### src/rtl/desc_pkg.sv
package desc_pkg;
   localparam int unsigned DESC_SHIFT = 3;

   typedef enum logic [1:0] {
      TBL_GLOBAL = 2'd0,
      TBL_INTR   = 2'd1,
      TBL_LOCAL  = 2'd2,
      TBL_NONE   = 2'd3
   } tbl_e;

   typedef enum logic {
      FETCH_IDLE = 1'b0,
      FETCH_WAIT = 1'b1
   } fetch_e;
endpackage

### src/rtl/desc_tbl_reg.sv
module desc_tbl_reg #(
   parameter int unsigned BASE_W = 32,
   parameter int unsigned LIM_W  = 16,
   localparam int unsigned WORD_W = BASE_W + LIM_W
) (
   input  logic              clk,
   input  logic              rst_n,
   input  logic              ld_en,
   input  logic [WORD_W-1:0] ld_word,
   output logic [BASE_W-1:0] base_o,
   output logic [LIM_W-1:0]  limit_o
);
   always_ff @(posedge clk or negedge rst_n) begin
      if (!rst_n) begin
         base_o  <= '0;
         limit_o <= '0;
      end else if (ld_en) begin
         base_o  <= ld_word[LIM_W +: BASE_W];
         limit_o <= ld_word[0 +: LIM_W];
      end
   end
endmodule

### src/rtl/desc_ldt_fetch.sv
module desc_ldt_fetch
   import desc_pkg::*;
#(
   parameter int unsigned SEL_W  = 16,
   parameter int unsigned BASE_W = 32,
   parameter int unsigned LIM_W  = 16,
   parameter int unsigned DESC_W = 64,
   localparam int unsigned IDX_W = SEL_W - 3
) (
   input  logic              clk,
   input  logic              rst_n,
   input  logic              ld_en,
   input  logic [SEL_W-1:0]  ld_sel_val,
   input  logic [BASE_W-1:0] gbase,
   input  logic              mem_rvalid,
   input  logic [DESC_W-1:0] mem_rdata,
   output logic [SEL_W-1:0]  ldt_sel,
   output logic              mem_req,
   output logic [BASE_W-1:0] mem_addr,
   output logic              busy,
   output logic [BASE_W-1:0] cbase,
   output logic [LIM_W-1:0]  clim
);
   fetch_e            state_q;
   logic [DESC_W-1:0] cache_q;
   logic [IDX_W-1:0]  fidx;
   logic [BASE_W-1:0] foff;

   assign fidx = ld_sel_val[SEL_W-1:3];
   assign foff = BASE_W'(fidx) << DESC_SHIFT;

   always_ff @(posedge clk or negedge rst_n) begin
      if (!rst_n) begin
         state_q  <= FETCH_IDLE;
         ldt_sel  <= '0;
         mem_req  <= 1'b0;
         mem_addr <= '0;
         cache_q  <= '0;
      end else begin
         mem_req <= 1'b0;
         if (ld_en) begin
            ldt_sel  <= ld_sel_val;
            mem_req  <= 1'b1;
            mem_addr <= gbase + foff;
            state_q  <= FETCH_WAIT;
         end else if (state_q == FETCH_WAIT && mem_rvalid) begin
            cache_q <= mem_rdata;
            state_q <= FETCH_IDLE;
         end
      end
   end

   assign busy  = (state_q == FETCH_WAIT);
   assign cbase = cache_q[LIM_W +: BASE_W];
   assign clim  = cache_q[0 +: LIM_W];
endmodule

### src/rtl/desc_lookup.sv
module desc_lookup
   import desc_pkg::*;
#(
   parameter int unsigned SEL_W  = 16,
   parameter int unsigned VEC_W  = 8,
   parameter int unsigned BASE_W = 32,
   parameter int unsigned LIM_W  = 16,
   localparam int unsigned IDX_W = SEL_W - 3,
   localparam int unsigned OFF_W = IDX_W + DESC_SHIFT + 1
) (
   input  logic              clk,
   input  logic              rst_n,
   input  logic              lk_valid,
   input  logic              lk_is_vec,
   input  logic [SEL_W-1:0]  lk_sel,
   input  logic [VEC_W-1:0]  lk_vec,
   input  logic [BASE_W-1:0] gbase,
   input  logic [LIM_W-1:0]  glim,
   input  logic [BASE_W-1:0] ibase,
   input  logic [LIM_W-1:0]  ilim,
   input  logic [BASE_W-1:0] lbase,
   input  logic [LIM_W-1:0]  llim,
   input  logic              ldt_busy,
   output logic              out_valid,
   output logic [BASE_W-1:0] out_addr,
   output logic              out_fault,
   output logic              out_null,
   output logic [1:0]        out_rpl
);
   logic [IDX_W-1:0]  idx;
   tbl_e              tsel;
   logic [BASE_W-1:0] base_c;
   logic [LIM_W-1:0]  lim_c;
   logic [OFF_W-1:0]  off_c, last_c;
   logic              fault_c, null_c, stall_c, ok_c;

   always_comb begin
      if (lk_is_vec) begin
         idx  = IDX_W'(lk_vec);
         tsel = TBL_INTR;
      end else begin
         idx  = lk_sel[SEL_W-1:3];
         tsel = lk_sel[2] ? TBL_LOCAL : TBL_GLOBAL;
      end
      case (tsel)
         TBL_INTR:  begin base_c = ibase; lim_c = ilim; end
         TBL_LOCAL: begin base_c = lbase; lim_c = llim; end
         default:   begin base_c = gbase; lim_c = glim; end
      endcase
   end

   assign off_c   = OFF_W'(idx) << DESC_SHIFT;
   assign last_c  = off_c + OFF_W'((1 << DESC_SHIFT) - 1);
   assign fault_c = last_c > OFF_W'(lim_c);
   assign null_c  = (tsel == TBL_GLOBAL) && (idx == '0);
   assign stall_c = (tsel == TBL_LOCAL) && ldt_busy;
   assign ok_c    = lk_valid && !null_c && !stall_c;

   always_ff @(posedge clk or negedge rst_n) begin
      if (!rst_n) begin
         out_valid <= 1'b0;
         out_fault <= 1'b0;
         out_null  <= 1'b0;
         out_addr  <= '0;
         out_rpl   <= '0;
      end else begin
         out_valid <= ok_c && !fault_c;
         out_fault <= ok_c && fault_c;
         out_null  <= lk_valid && null_c;
         out_addr  <= (ok_c && !fault_c) ? base_c + BASE_W'(off_c) : '0;
         out_rpl   <= (lk_valid && !lk_is_vec) ? lk_sel[1:0] : 2'b00;
      end
   end
endmodule

### src/rtl/desc_addr_gen.sv
module desc_addr_gen
   import desc_pkg::*;
#(
   parameter int unsigned SEL_W  = 16,
   parameter int unsigned VEC_W  = 8,
   parameter int unsigned BASE_W = 32,
   parameter int unsigned LIM_W  = 16,
   parameter int unsigned DESC_W = 64,
   localparam int unsigned TBL_W = BASE_W + LIM_W,
   localparam int unsigned N_REG = 2
) (
   input  logic              clk,
   input  logic              rst_n,
   input  logic              ld_valid,
   input  logic [1:0]        ld_sel,
   input  logic [TBL_W-1:0]  ld_data,
   input  logic [1:0]        st_sel,
   output logic [TBL_W-1:0]  st_data,
   input  logic              lk_valid,
   input  logic              lk_is_vec,
   input  logic [SEL_W-1:0]  lk_sel,
   input  logic [VEC_W-1:0]  lk_vec,
   output logic              out_valid,
   output logic [BASE_W-1:0] out_addr,
   output logic              out_fault,
   output logic              out_null,
   output logic [1:0]        out_rpl,
   output logic              busy,
   output logic              mem_req,
   output logic [BASE_W-1:0] mem_addr,
   input  logic              mem_rvalid,
   input  logic [DESC_W-1:0] mem_rdata
);
   if (DESC_W < TBL_W) begin : g_bad_desc
      $error("descriptor width too small for base and limit");
   end
   if (SEL_W < 4) begin : g_bad_sel
      $error("selector width too small");
   end
   if (VEC_W > SEL_W - 3) begin : g_bad_vec
      $error("vector wider than the index field");
   end
   if (TBL_W < SEL_W) begin : g_bad_tbl
      $error("table word narrower than a selector");
   end

   logic [BASE_W-1:0] tb_base [N_REG];
   logic [LIM_W-1:0]  tb_lim  [N_REG];
   logic [SEL_W-1:0]  ldt_sel;
   logic [BASE_W-1:0] cbase;
   logic [LIM_W-1:0]  clim;

   for (genvar t = 0; t < N_REG; t++) begin : g_tbl
      desc_tbl_reg #(.BASE_W(BASE_W), .LIM_W(LIM_W)) u_reg (
         .clk     (clk),
         .rst_n   (rst_n),
         .ld_en   (ld_valid && (ld_sel == 2'(t))),
         .ld_word (ld_data),
         .base_o  (tb_base[t]),
         .limit_o (tb_lim[t])
      );
   end

   desc_ldt_fetch #(
      .SEL_W(SEL_W), .BASE_W(BASE_W), .LIM_W(LIM_W), .DESC_W(DESC_W)
   ) u_fetch (
      .clk        (clk),
      .rst_n      (rst_n),
      .ld_en      (ld_valid && (ld_sel == TBL_LOCAL)),
      .ld_sel_val (ld_data[SEL_W-1:0]),
      .gbase      (tb_base[TBL_GLOBAL]),
      .mem_rvalid (mem_rvalid),
      .mem_rdata  (mem_rdata),
      .ldt_sel    (ldt_sel),
      .mem_req    (mem_req),
      .mem_addr   (mem_addr),
      .busy       (busy),
      .cbase      (cbase),
      .clim       (clim)
   );

   desc_lookup #(
      .SEL_W(SEL_W), .VEC_W(VEC_W), .BASE_W(BASE_W), .LIM_W(LIM_W)
   ) u_look (
      .clk       (clk),
      .rst_n     (rst_n),
      .lk_valid  (lk_valid),
      .lk_is_vec (lk_is_vec),
      .lk_sel    (lk_sel),
      .lk_vec    (lk_vec),
      .gbase     (tb_base[TBL_GLOBAL]),
      .glim      (tb_lim[TBL_GLOBAL]),
      .ibase     (tb_base[TBL_INTR]),
      .ilim      (tb_lim[TBL_INTR]),
      .lbase     (cbase),
      .llim      (clim),
      .ldt_busy  (busy),
      .out_valid (out_valid),
      .out_addr  (out_addr),
      .out_fault (out_fault),
      .out_null  (out_null),
      .out_rpl   (out_rpl)
   );

   always_comb begin
      case (st_sel)
         TBL_GLOBAL: st_data = {tb_base[TBL_GLOBAL], tb_lim[TBL_GLOBAL]};
         TBL_INTR:   st_data = {tb_base[TBL_INTR], tb_lim[TBL_INTR]};
         TBL_LOCAL:  st_data = TBL_W'(ldt_sel);
         default:    st_data = '0;
      endcase
   end
endmodule

### config.mk
export PLATFORM = sky130hd
export DESIGN_NAME = desc_addr_gen
export DESIGN_NICKNAME = d
export VERILOG_FILES = /design/src/rtl/desc_pkg.sv /design/src/rtl/desc_tbl_reg.sv /design/src/rtl/desc_ldt_fetch.sv /design/src/rtl/desc_lookup.sv /design/src/rtl/desc_addr_gen.sv
export SDC_FILE = /design/constraint.sdc
export NUM_CORES = 1
export LEC_CHECK = 0
export BUFFER_PORTS_ARGS = -buffer_cell sky130_fd_sc_hd__buf_4
export CAP_MARGIN = 10
export CORE_MARGIN = 4
export CORE_UTILIZATION = 30
export CTS_CLUSTER_SIZE = 10
export DETAILED_ROUTE_END_ITERATION = 8
export PLACE_DENSITY_LB_ADDON = 0.1
export SLEW_MARGIN = 20
export SYNTH_ARGS = -nofsm -noshare
export SYNTH_HDL_FRONTEND = slang
export SYNTH_SLANG_ARGS = --single-unit
### constraint.sdc
create_clock -name clk -period 5.71 [get_ports clk]
set_clock_uncertainty 0.15 [all_clocks]
set_input_delay 0.571 -clock clk [delete_from_list [all_inputs] [get_ports clk]]
set_output_delay 0.571 -clock clk [all_outputs]
set_load 0.05 [all_outputs]
Word-level counts from Yosys, hierarchy flattened. Index checks and enable logic that the tools add are counted.

Add/sub/neg operators: 3. Multipliers: 0. Div/mod/pow operators: 0. Magnitude comparators: 1. Equality and inequality tests: 6. Shift operators: 0. Mux-type cells: 11. Bitwise logic cells: 1. Reduce and logical (&&, ||, !) cells: 22.

Operators with widths (count): $pmux W48 S3 (1); $add A32 B16 Y32 (2); $pmux W32 S2 (1); $mux W32 (1); $pmux W16 S2 (1); $add A16 B3 Y17 const B (1); $gt A17 B16 Y1 (1); $logic_not A13 Y1 (1); $mux W13 (1); $logic_and A1 B1 Y1 (12); $eq A2 B1 Y1 const B (3); $eq A2 B2 Y1 const B (3); $logic_not A2 Y1 (3); $mux W2 (3); $logic_not A1 Y1 (4); $mux W1 (3); $reduce_and A2 Y1 (1); $reduce_bool A2 Y1 (1); $not A1 Y1 (1).

Register bits: 231. Latch bits: 0. Memory bits (writable): 0. Bits in read-only memories: 0. Input bits: 146. Memories kept: 0.

Longest topological paths before layout. Gate-level depths: netlist (run 1).

Word-level depth: 9. Gate-level depth with buffers: 17. Gate-level depth less buffers: 11.

Modules after synthesis. A second synthesis (run 1) with hierarchy kept.

Cell total of the unflattened synthesis: 1134. Area, all modules: 13161.4 um2.

Modules (own cells, without submodules): desc_ldt_fetch (times used 1, cells each 405, area an instance 4959.8 um2); desc_tbl_reg (times used 2, cells each 101, area an instance 1860.5 um2); desc_lookup (times used 1, cells each 414, area an instance 3538.4 um2); desc_addr_gen (times used 1, cells each 113, area an instance 942.2 um2).

Least setup slack after synthesis (run 1). Ideal clock, no wire load.

Path type: input -> register. From: input port lk_is_vec. To: register u_look.out_addr[28]. Library setup time: 77 ps. Arrival: 3566 ps. Slack: 1917 ps. Cell stages on the path: 15. Path buffers: 6. Cells stage by stage: buf_4 -> buf_4 -> buf_2 -> buf_1 -> buf_1 -> o21ai_0 -> ha_1 -> buf_2 -> nand3_1 -> nor2_1 -> o21ai_0 -> a21oi_1 -> o2111ai_2 -> or3_1 -> a21oi_1.

Word-level cells in the longest chain between the ends: 8. Elaborated cells between the ends (all ways): 20. Classes of those cells: 2 x add/sub; 1 x order compare; 2 x eq/ne; 5 x mux; 10 x reduce/logical.

RTL lines: start, declared (RTL line desc_addr_gen.sv:20) `input logic lk_is_vec,`; parallel branches: the longest is 7 deep, another holds $add A16 B3 Y17; $mux W32 * (RTL line desc_lookup.sv:70) `out_addr <= (ok_c && !fault_c) ? base_c + BASE_W'(off_c) : '0;`; end signal, assigned (RTL line desc_lookup.sv:70); end, declared (RTL line desc_lookup.sv:25) `output logic [BASE_W-1:0] out_addr,`.

Mark *: on every way between the ends. A chain may end at the register's enable or synchronous reset.

Worst setup path in the final report (run 1).
From: input port lk_is_vec. To: register u_look.out_addr[30].

Same word-level chain as after synthesis.

==> results of run 1 <==
## cells in the final DEF, fill, tap and decap left out, types with 18 or more instances in the layout
cell	instances
buf_4	256
dfrtp_1	231
ha_1	40
nand2_1	150
mux2i_1	91
nor2_1	105
a21oi_1	47
inv_1	18
xnor2_1	32
mux2_2	158
o21ai_0	82
clkbuf_16	29
## metal layers
| metal | vias up | GRT usage (%) | part of all wire, % |
|---|---|---|---|
| met4 | 4 | 3.87 | 1.7 |
| met2 | 181 | 28.9 | 46 |
| met1 | 4676 | 26.3 | 48 |
| met5 | - | 0 | 0.073 |
| met3 | 45 | 3.16 | 4.5 |
| li1 | 4525 | - | - |
## path summary, 6_finish.rpt
path / start / to / depth (start not counted)
min in group asynchronous: rst_n / u_fetch.cache_q[0]$_DFFE_PN0P_ / 2
worst min register to register: u_fetch.ldt_sel[8]$_DFFE_PN0P_ / u_fetch.ldt_sel[8]$_DFFE_PN0P_ / 2
worst max register to register: u_fetch.cache_q[10]$_DFFE_PN0P_ / u_look.out_addr[30]$_DFF_PN0_ / 11
worst min-delay path: mem_rvalid / u_fetch.busy$_DFFE_PN0P_ / 2
worst max-delay path: lk_is_vec / u_look.out_addr[30]$_DFF_PN0_ / 11
max in group asynchronous: rst_n / u_look.out_addr[1]$_DFF_PN0_ / 3
## power by group through the flow
stage	Sequential, W	Combinational [W]	Clock (W)
finish	0.00228	0.00214	0.00171
CTS	0.00228	0.00216	0.00178
detailed placement	0.00231	0.00216	0
floorplan	0.00261	0.00109	0
global route	0.00233	0.00232	0.00184
global placement	0.00230	0.00215	0
## cell type report
class,count,share of cell area (%)
multi-input cells,854,39.9
repair buffers,259,12.7
flip-flops and latches,231,37.3
well taps,525,4.23
clock buffers,40,5.14
inverters,18,0.436
clock inverters,5,0.363
## through the flow
step	utilization [%]	hold slack [ns]	instances	total power, W	instance area, um^2
4_1_cts	38.7	0.0207	1932	0.00622	15500
3_3_place_gp	36.5	0.309	1886	0.00444	14600
3_5_place_dp	36.5	0.312	1886	0.00446	14600
2_1_floorplan	-	0.125	1164	0.00369	12300
5_1_grt	38.7	0.0398	1932	0.00649	15500
6_report	38.7	0.0539	1932	0.00613	15500
## worst register-to-register path, cell delays in order, from the launching register on
cell      delay (ns)
dfrtp_1         0.38
mux2i_1         0.15
nor2_1          0.05
a21oi_1         0.42
ha_1            0.22
and4_1          0.21
nand3_1         0.10
or4_1           0.52
nand3_1         0.14
nand2b_1        0.38
buf_4           0.35
a21oi_1         0.14
## flip-flops by register name, summed over array words and instances (netlist names)
register / flops
u_look.out_valid: 1
g_tbl.u_reg.limit_o: 32
u_fetch.mem_req: 1
u_look.out_null: 1
u_fetch.mem_addr: 32
u_fetch.busy: 1
u_look.out_fault: 1
u_fetch.cache_q: 48
u_look.out_addr: 32
g_tbl.u_reg.base_o: 64
u_fetch.ldt_sel: 16
u_look.out_rpl: 2
## kinds of logic after synthesis
| family | Yosys count | share of synthesized area [%] |
|---|---|---|
| adders and majority gates | 42 | 4.40 |
| xor gates and xnor gates | 47 | 3.35 |
| buffers and inverters | 79 | 2.69 |
| DFF | 231 | 47.0 |
| muxes | 253 | 22.3 |
| AOI/OAI and AO/OA | 168 | 7.74 |
| and+or+nand+nor | 344 | 12.5 |
==> impl_results.md, run 1 <==
- Pwr Density: 395 nW/um^2
- Vias per cell: 4.88
- Max-Cap Viols: 0
- Number of synthesized flops with an enable pin: 0
- Worst Path Buf+Inv: 3
- Count of cell types in the netlist: 55
- Reg-to-reg slack, setup: 2.44 ns
- Final worst-path cycle share: 63.0%
- Die W: 210 um
- RD Place Congestion: 0.857
- Slew Limit Fails: 0
- Sequential fraction of the synthesis area: 47.0%
- Cts bufs inserted: 29
- Crit Path Class: in -> reg
- Grt ovf: 0
- Core Rows: 73
- Fmax: 0.278 GHz
- Hold Crit Class: in -> reg
- Overall Global Routing Usage: 18.2%
- Fin crit period: 3.60 ns
- Worst skew pair latency: 0.57 ns
- Global-route wire length before repair: 61700 um
- Clock power frac: 27.9%
- Final worst slack: 2.11 ns
- CTS tree: yes
- Worst Setup Start Kind: input port
- Synth area leader: dfrtp_1
- Reg area: 5780 um^2
- Status: finished clean
- Total core area: 40100 um^2
- Worst-case clock buffer depth: 3
- Largest stage delay on the critical path: 0.62 ns
- Top post-synthesis cells by area: dfrtp_1, mux2_2, mux2i_1
- Starting DRT DRC Count: 434
- Setup repair bufs after CTS: 0
- Worst vdd ir: 0.256 mV
- Worst Setup End Kind: register
- Synth async-reset ratio: 100%
- CTS Root Cell: clkbuf_16
- Initial Util: 30.6%
- Placement Setup Slack: 1.46 ns
- Initial antenna violation count: 3
- Mapped Cells: 1164
- Internal power: 0.00380 W
- Worst Path Max Fanout: 67
- P&R area growth vs syn: 26.2%
- Crit-path cells: buf_4, buf_4, o21ai_0, ha_1, nand2_1, o21ai_0, inv_1, a21oi_1, o2111ai_2, or3_1, a21oi_1
- Die area: 44300 um^2
- P_sw: 0.00233 W
- DRC: 0
- Slew headroom: 33.6%
- Combinational share of power: 34.9%
- CTS resizes: 0
- #FFs+latches synth: 231
- Fin Setup TNS: 0 ns
- H-tree levels: 1
- Crit-path slowest cell: a21oi_1
- Count leader, synth: dfrtp_1
- Fin nets: 1581
- Largest net degree at the start of global routing: 120
- Die H: 210 um
- Reg power frac: 37.2%
- Inserted Diodes: 0
- Vias post-DR: 9431
- Input/output buffers: 248
- Setup Viol. Count Final: 0
- Mapped Avg Cell Area: 10.6 um^2
- Layout cells sized above 1: 33.3%
- Clk slew on worst S/H paths: 0.06 ns
- Post-DP HPWL: 29500 um
- Endpoints failing hold: 0
- Clock sinks: 231
- Mapped cell area: 12300 um^2
- Fillers: 3997
- WL final: 41300 um
- # IOs: 265
- Drt first pass iters: 6
- WP data arrival: 3.94 ns
- Top-area cell type share of the netlist area: 47.0%
- Unrepaired setup endpoints after global routing: no
- Footprint of the multi-input gates: 6190 um^2
- Static Leakage: 7.25 nW
- Post-DRT Antenna Nets: 0
- Vias in the first global route: 9674
- Crit-path leading delay family: compound AO/OA/AOI/OAI gates
- Worst-Margin Slew: 0.995 ns
- Syn Nets: 1352
- Main flop type after synthesis: dfrtp_1
- Hold buffer count at cts: 1
- Most frequent cells after synthesis: dfrtp_1, mux2_2, nand2_1, nor2_1, mux2i_1
- Per-cell routed wire length: 21.4 um
- Switching Share: 38.0%
- Data required, critical path: 6.05 ns
- Ys Warns: 0
No activity file was read; power rests on OpenSTA's default activity.
==> inputs of run 2 (changes only) <==
--- a/config.mk
+++ b/config.mk
@@ -5,6 +5,7 @@
 export SDC_FILE = /design/constraint.sdc
 export NUM_CORES = 1
 export LEC_CHECK = 0
+export ABC_AREA = 1
 export BUFFER_PORTS_ARGS = -buffer_cell sky130_fd_sc_hd__buf_4
 export CAP_MARGIN = 10
 export CORE_MARGIN = 4
==> constraint.sdc (replaced) <==
create_clock -name clk -period 3.7 [get_ports clk]
set_clock_uncertainty 0.15 [all_clocks]
set_input_delay 0.37 -clock clk [delete_from_list [all_inputs] [get_ports clk]]
set_output_delay 0.37 -clock clk [all_outputs]
set_load 0.05 [all_outputs]
==> impl_results.md, run 2 <==
- Core Rows: 75
- Count leader, synth: nand2_1
- Slew headroom: 35.9%
- Static Leakage: 8.79 nW
- Crit Path Class: reg -> reg
- Met3 wire length: 2930 um
- # IOs: 265
- Input/output buffers: 248
- Most frequent cells after synthesis: nand2_1, dfrtp_1, inv_1, o21ai_0, nor2_1
- Final worst slack: 0.777 ns
- Mapped Cells: 1671
- Internal power: 0.00561 W
- Switching Share: 38.7%
- P_sw: 0.00354 W
- Per-cell routed wire length: 18.8 um
- Largest register FFs: 64
- Vias in the first global route: 12200
- Cts bufs inserted: 29
- Fin crit period: 2.92 ns
- Footprint of the multi-input gates: 6020 um^2
- Syn Nets: 1859
- Post-DP HPWL: 37700 um
- CTS resizes: 0
- Hold Crit Class: in -> reg
- Total chip power: 0.00915 W
- Setup Viol. Count Final: 0
- Placed Cells: 2450
- Die H: 216 um
- Worst vdd ir: 0.324 mV
- RD Place Congestion: 0.895
- Top post-synthesis cells by area: dfrtp_1, nand2_1, o21ai_0
- Top Registers: g_tbl.u_reg.base_o: 64 flops, u_fetch.cache_q: 48 flops
- Fin cells: 2591
- Met2 wire length: 21100 um
- Main flop type after synthesis: dfrtp_1
- Endpoints failing hold: 0
- Data required, critical path: 4.00 ns
- H-tree levels: 1
- Status: finished clean
- Hold buffer count at cts: 97
- Die W: 216 um
- Commonest cells after routing, fill and taps aside: nand2_1, buf_4, dfrtp_1
- Placement Setup Slack: 0.458 ns
- DRT met1 WL: 23700 um
- Starting DRT DRC Count: 899
- Clock power frac: 28.5%
- Setup repair bufs after CTS: 0
- Fin Setup TNS: 0 ns
- Final worst-path cycle share: 79.0%
- Worst-Margin Slew: 0.961 ns
- Synth area leader: dfrtp_1
- Number of synthesized flops with an enable pin: 0
- Top sig layer: met4
- Layout cells sized above 1: 19.3%
- Ys Warns: 0
- Initial Util: 30.6%
- Hold WS: 0.0261 ns
- Worst skew pair latency: 0.56 ns
- WL final: 48700 um
- Most common cell after layout, fill and taps aside: nand2_1
- Fin nets: 2189
- Slew Limit Fails: 0
- Mapped Avg Cell Area: 7.74 um^2
- Clk slew on worst S/H paths: 0.05 ns
- Reg with most FFs: g_tbl.u_reg.base_o
- DRC: 0
- Mapped cell area: 12900 um^2
- Largest net degree at the start of global routing: 97
- Count of cell types in the netlist: 46
- CTS tree: yes
- Grt ovf: 0
- WP data arrival: 3.23 ns
- Vias per cell: 4.71
- Worst Path Max Fanout: 4
- Max-Cap Viols: 0
- Synth async-reset ratio: 100%
- Fillers: 4429
- #FFs+latches synth: 231
- Initial antenna violation count: 0
- Fmax: 0.342 GHz
- Total core area: 42300 um^2
- Worst Setup Start Kind: register
- P&R area growth vs syn: 33.2%
- Drt first pass iters: 5
- Unrepaired setup endpoints after global routing: no
- Die area: 46500 um^2
- CTS Root Cell: clkbuf_16
- Global-route wire length before repair: 74200 um
- Sequential fraction of the synthesis area: 44.7%
- Inserted Diodes: 0
- Worst-case clock buffer depth: 3
- Reg area: 5780 um^2
- Pwr Density: 531 nW/um^2
- Combinational share of power: 34.7%
- Overall Global Routing Usage: 20.4%
- Clock sinks: 231
- Top-area cell type share of the netlist area: 44.7%
- Post-DRT Antenna Nets: 0
- Vias post-DR: 12200
- Worst Setup End Kind: register
- Reg power frac: 36.9%
[run 2: worst max-delay path: stages (launching register included)]
cell and delay (ns):
dfrtp_1 0.52, ha_1 0.23, inv_1 0.07, fa_1 0.42, inv_1 0.11, nand3_1 0.07
nand2_1 0.14, inv_1 0.07, o21ai_0 0.49, nand2_1 0.23, nand3_1 0.14, nand2_1 0.08
nand2_1 0.06, nand2_1 0.05
[run 2: area by class of cell]
type | instances | area share, %
Multi-Input combinational cell | 1160 | 35.0
Clock buffer | 41 | 4.82
Clock inverter | 3 | 0.102
Timing Repair Buffer | 365 | 17.7
Sequential cell | 231 | 33.6
Tap cell | 577 | 4.19
Inverter | 214 | 4.68
[run 2: path summary, 6_finish.rpt]
check / start / endpoint / slack, ns / depth (start not counted)
max: g_tbl[0].u_reg.base_o[3]$_DFFE_PN0P_ / u_fetch.mem_addr[25]$_DFFE_PN0P_ / 0.78 / 13
min: ld_data[7] / g_tbl[1].u_reg.limit_o[7]$_DFFE_PN0P_ / 0.03 / 3
max reg2reg: g_tbl[0].u_reg.base_o[3]$_DFFE_PN0P_ / u_fetch.mem_addr[25]$_DFFE_PN0P_ / 0.78 / 13
min reg2reg: u_fetch.ldt_sel[10]$_DFFE_PN0P_ / u_fetch.ldt_sel[10]$_DFFE_PN0P_ / 0.33 / 2
max in group asynchronous: rst_n / u_fetch.mem_addr[1]$_DFFE_PN0P_ / 2.27 / 3
min in group asynchronous: rst_n / u_fetch.cache_q[17]$_DFFE_PN0P_ / 0.26 / 2
[run 2: metal layers]
metal	vias up	global-route usage, %
li1	6056	-
met1	5715	30.6
met2	376	31.2
met3	52	2.98
met4	0	4.85
met5	-	0
[run 2: metrics by stage]
| stage | util, % | area, um^2 |
|---|---|---|
| after global routing | 40.7 | 17200 |
| after CTS | 40.7 | 17200 |
| after floorplan | - | 12900 |
| after global placement | 36.4 | 15400 |
| after detailed placement | 36.4 | 15400 |
| final | 40.7 | 17200 |
[run 2: power groups by stage]
stage | Sequential, W | Combinational (W) | Clock [W]
floorplan | 0.00381 | 0.00153 | 0
global placement | 0.00341 | 0.00307 | 0
detailed placement | 0.00341 | 0.00309 | 0
CTS | 0.00337 | 0.00319 | 0.00267
global route | 0.00343 | 0.00346 | 0.00279
finish | 0.00337 | 0.00317 | 0.00260
[run 2: cells by family (layout without fill, tap and decap cells)]
group,after synthesis,after routing,share of synthesized area (%)
fa+ha+maj,42,42,4.18
compound gates,296,296,12.8
flops,231,231,44.7
buf+inv,280,623,8.78
xor+xnor,24,24,1.63
mux,36,36,3.14
simple gates,762,762,24.7
==> inputs of run 3 (changes only) <==
==> constraint.sdc (replaced) <==
create_clock -name clk -period 2.74 [get_ports clk]
set_clock_uncertainty 0.15 [all_clocks]
set_input_delay 0.274 -clock clk [delete_from_list [all_inputs] [get_ports clk]]
set_output_delay 0.274 -clock clk [all_outputs]
set_load 0.05 [all_outputs]
==> impl_results.md, run 3 (synthesis gave the netlist of run 2 again) <==
- Setup Viol. Count Final: 0
- Post-DP HPWL: 38400 um
- Most common cell after layout, fill and taps aside: nand2_1
- WL final: 49500 um
- Top Registers: g_tbl.u_reg.base_o: 64 flops, u_fetch.cache_q: 48 flops
- Inserted Diodes: 0
- Die area: 46500 um^2
- Worst Setup Start Kind: register
- Max-Cap Viols: 0
- Final worst-path cycle share: 93.7%
- Vias in the first global route: 12400
- # IOs: 265
- Worst-case clock buffer depth: 3
- Starting DRT DRC Count: 830
- Core Rows: 75
- P&R area growth vs syn: 38.4%
- Status: finished clean
- Footprint of the multi-input gates: 6040 um^2
- Worst Path Max Fanout: 6
- WP data arrival: 2.87 ns
- Hold Crit Class: in -> async
- Endpoints failing hold: 0
- H-tree levels: 1
- Crit-path slowest cell: dfrtp_1
- Fillers: 4363
- Worst Path Buf+Inv: 2
- Fin nets: 2261
- Final worst slack: 0.173 ns
- DRC: 0
- Pwr Density: 717 nW/um^2
- Largest stage delay on the critical path: 0.40 ns
- Commonest cells after routing, fill and taps aside: nand2_1, buf_4, dfrtp_1
- Worst Setup End Kind: register
- Layout cells sized above 1: 21.9%
- Reg with most FFs: g_tbl.u_reg.base_o
- CTS Root Cell: clkbuf_16
- Post-DRT Antenna Nets: 0
- Placement Setup Slack: -0.265 ns
- Largest net degree at the start of global routing: 97
- Vias post-DR: 12500
- Worst vdd ir: 0.442 mV
- Initial Util: 30.6%
- Slew headroom: 49.0%
- Clk slew on worst S/H paths: 0.05 ns
- Data required, critical path: 3.04 ns
- Vias per cell: 4.68
- Crit Path Class: reg -> reg
- RD Place Congestion: 0.881
- Global-route wire length before repair: 75600 um
- Crit-path leading delay family: simple AND/OR/NAND/NOR gates
- Total core area: 42300 um^2
- Most common cell on crit path: nand3_1
- Largest register FFs: 64
- Drt first pass iters: 5
- Worst-Margin Slew: 0.765 ns
- Worst skew pair latency: 0.56 ns
- CTS tree: yes
- Clock sinks: 231
- Hold WS: 0.0380 ns
- Die W: 216 um
- Reg area: 5780 um^2
- Grt ovf: 0
- Crit-path cells: buf_4, o22ai_1, a21oi_1, ha_1, fa_1, nand3_1, nand3_1, nand3_1, nand3_1, nand2_1, nand2_1, nand3_1, nand2_1, inv_1, nor2_1
- Initial antenna violation count: 2
- Die H: 216 um
- Fmax: 0.390 GHz
- Overall Global Routing Usage: 20.8%
- Input/output buffers: 248
- Fin crit period: 2.57 ns
- Per-cell routed wire length: 18.6 um
- Cts bufs inserted: 29
- Static Leakage: 9.17 nW
- Slew Limit Fails: 0
## run 3: cell types whose count changed in the layout (fill, tap and decap cells not counted), moves of 2 or more
cell           before  now
nor3_2              1    3
nor3_1              9    7
buf_4             263  324
bufinv_16           0    3
buf_12              4    8
dlygate4sd3_1      97  104
clkbuf_8            6    4
## run 3: metrics by stage
stage,utilization [%],power (W),std cells,TNS (ns),area (um^2)
3_5_place_dp,37.7,0.00902,2515,-7.26,15900
5_1_grt,42.3,0.0136,2662,-0.0148,17900
3_3_place_gp,37.7,0.00900,2515,-6.46,15900
6_report,42.3,0.0128,2662,0,17900
4_1_cts,42.2,0.0130,2662,0,17900
2_1_floorplan,-,0.00722,1671,0,12900
## run 3: layout make-up
cell class / count / share of cell area (%)
Multi-Input combinational cell: 1160 / 33.8
Sequential cell: 231 / 32.3
Timing Repair Buffer: 437 / 20.4
Inverter: 214 / 4.50
Clock buffer: 39 / 4.49
Tap cell: 577 / 4.03
Clock inverter: 4 / 0.531
## run 3: path summary, 6_finish.rpt
check | startpoint | endpoint | slack (ns) | depth (start not counted)
max | g_tbl[0].u_reg.base_o[3]$_DFFE_PN0P_ | u_look.out_addr[31]$_DFF_PN0_ | 0.17 | 15
min | rst_n | u_fetch.cache_q[18]$_DFFE_PN0P_ | 0.04 | 2
max reg2reg | g_tbl[0].u_reg.base_o[3]$_DFFE_PN0P_ | u_look.out_addr[31]$_DFF_PN0_ | 0.17 | 15
min reg2reg | g_tbl[1].u_reg.base_o[19]$_DFFE_PN0P_ | g_tbl[1].u_reg.base_o[19]$_DFFE_PN0P_ | 0.33 | 2
max in group asynchronous | rst_n | g_tbl[0].u_reg.base_o[20]$_DFFE_PN0P_ | 1.61 | 3
min in group clk | ld_sel[1] | u_fetch.mem_req$_DFF_PN0_ | 0.08 | 4
## run 3: what timing repair did
action,4_1_cts,5_1_grt
endpoints found under the setup margin,0,11
buffers inserted,0,0
endpoints found under the hold margin,396,0
hold buffers,104,0
resized for setup,0,4
## run 3: layer usage
metal,wire (um),GRT usage [%],up-vias
li1,-,-,6181
met1,24000,30.7,5867
met2,21600,32.1,337
met3,2710,3.12,62
met4,1160,5.13,4
met5,26,0,-
## run 3: power breakdown
part           switching [W]  internal [W]
Clock                0.00144       0.00228
Combinational        0.00289       0.00163
Sequential          0.000517       0.00407
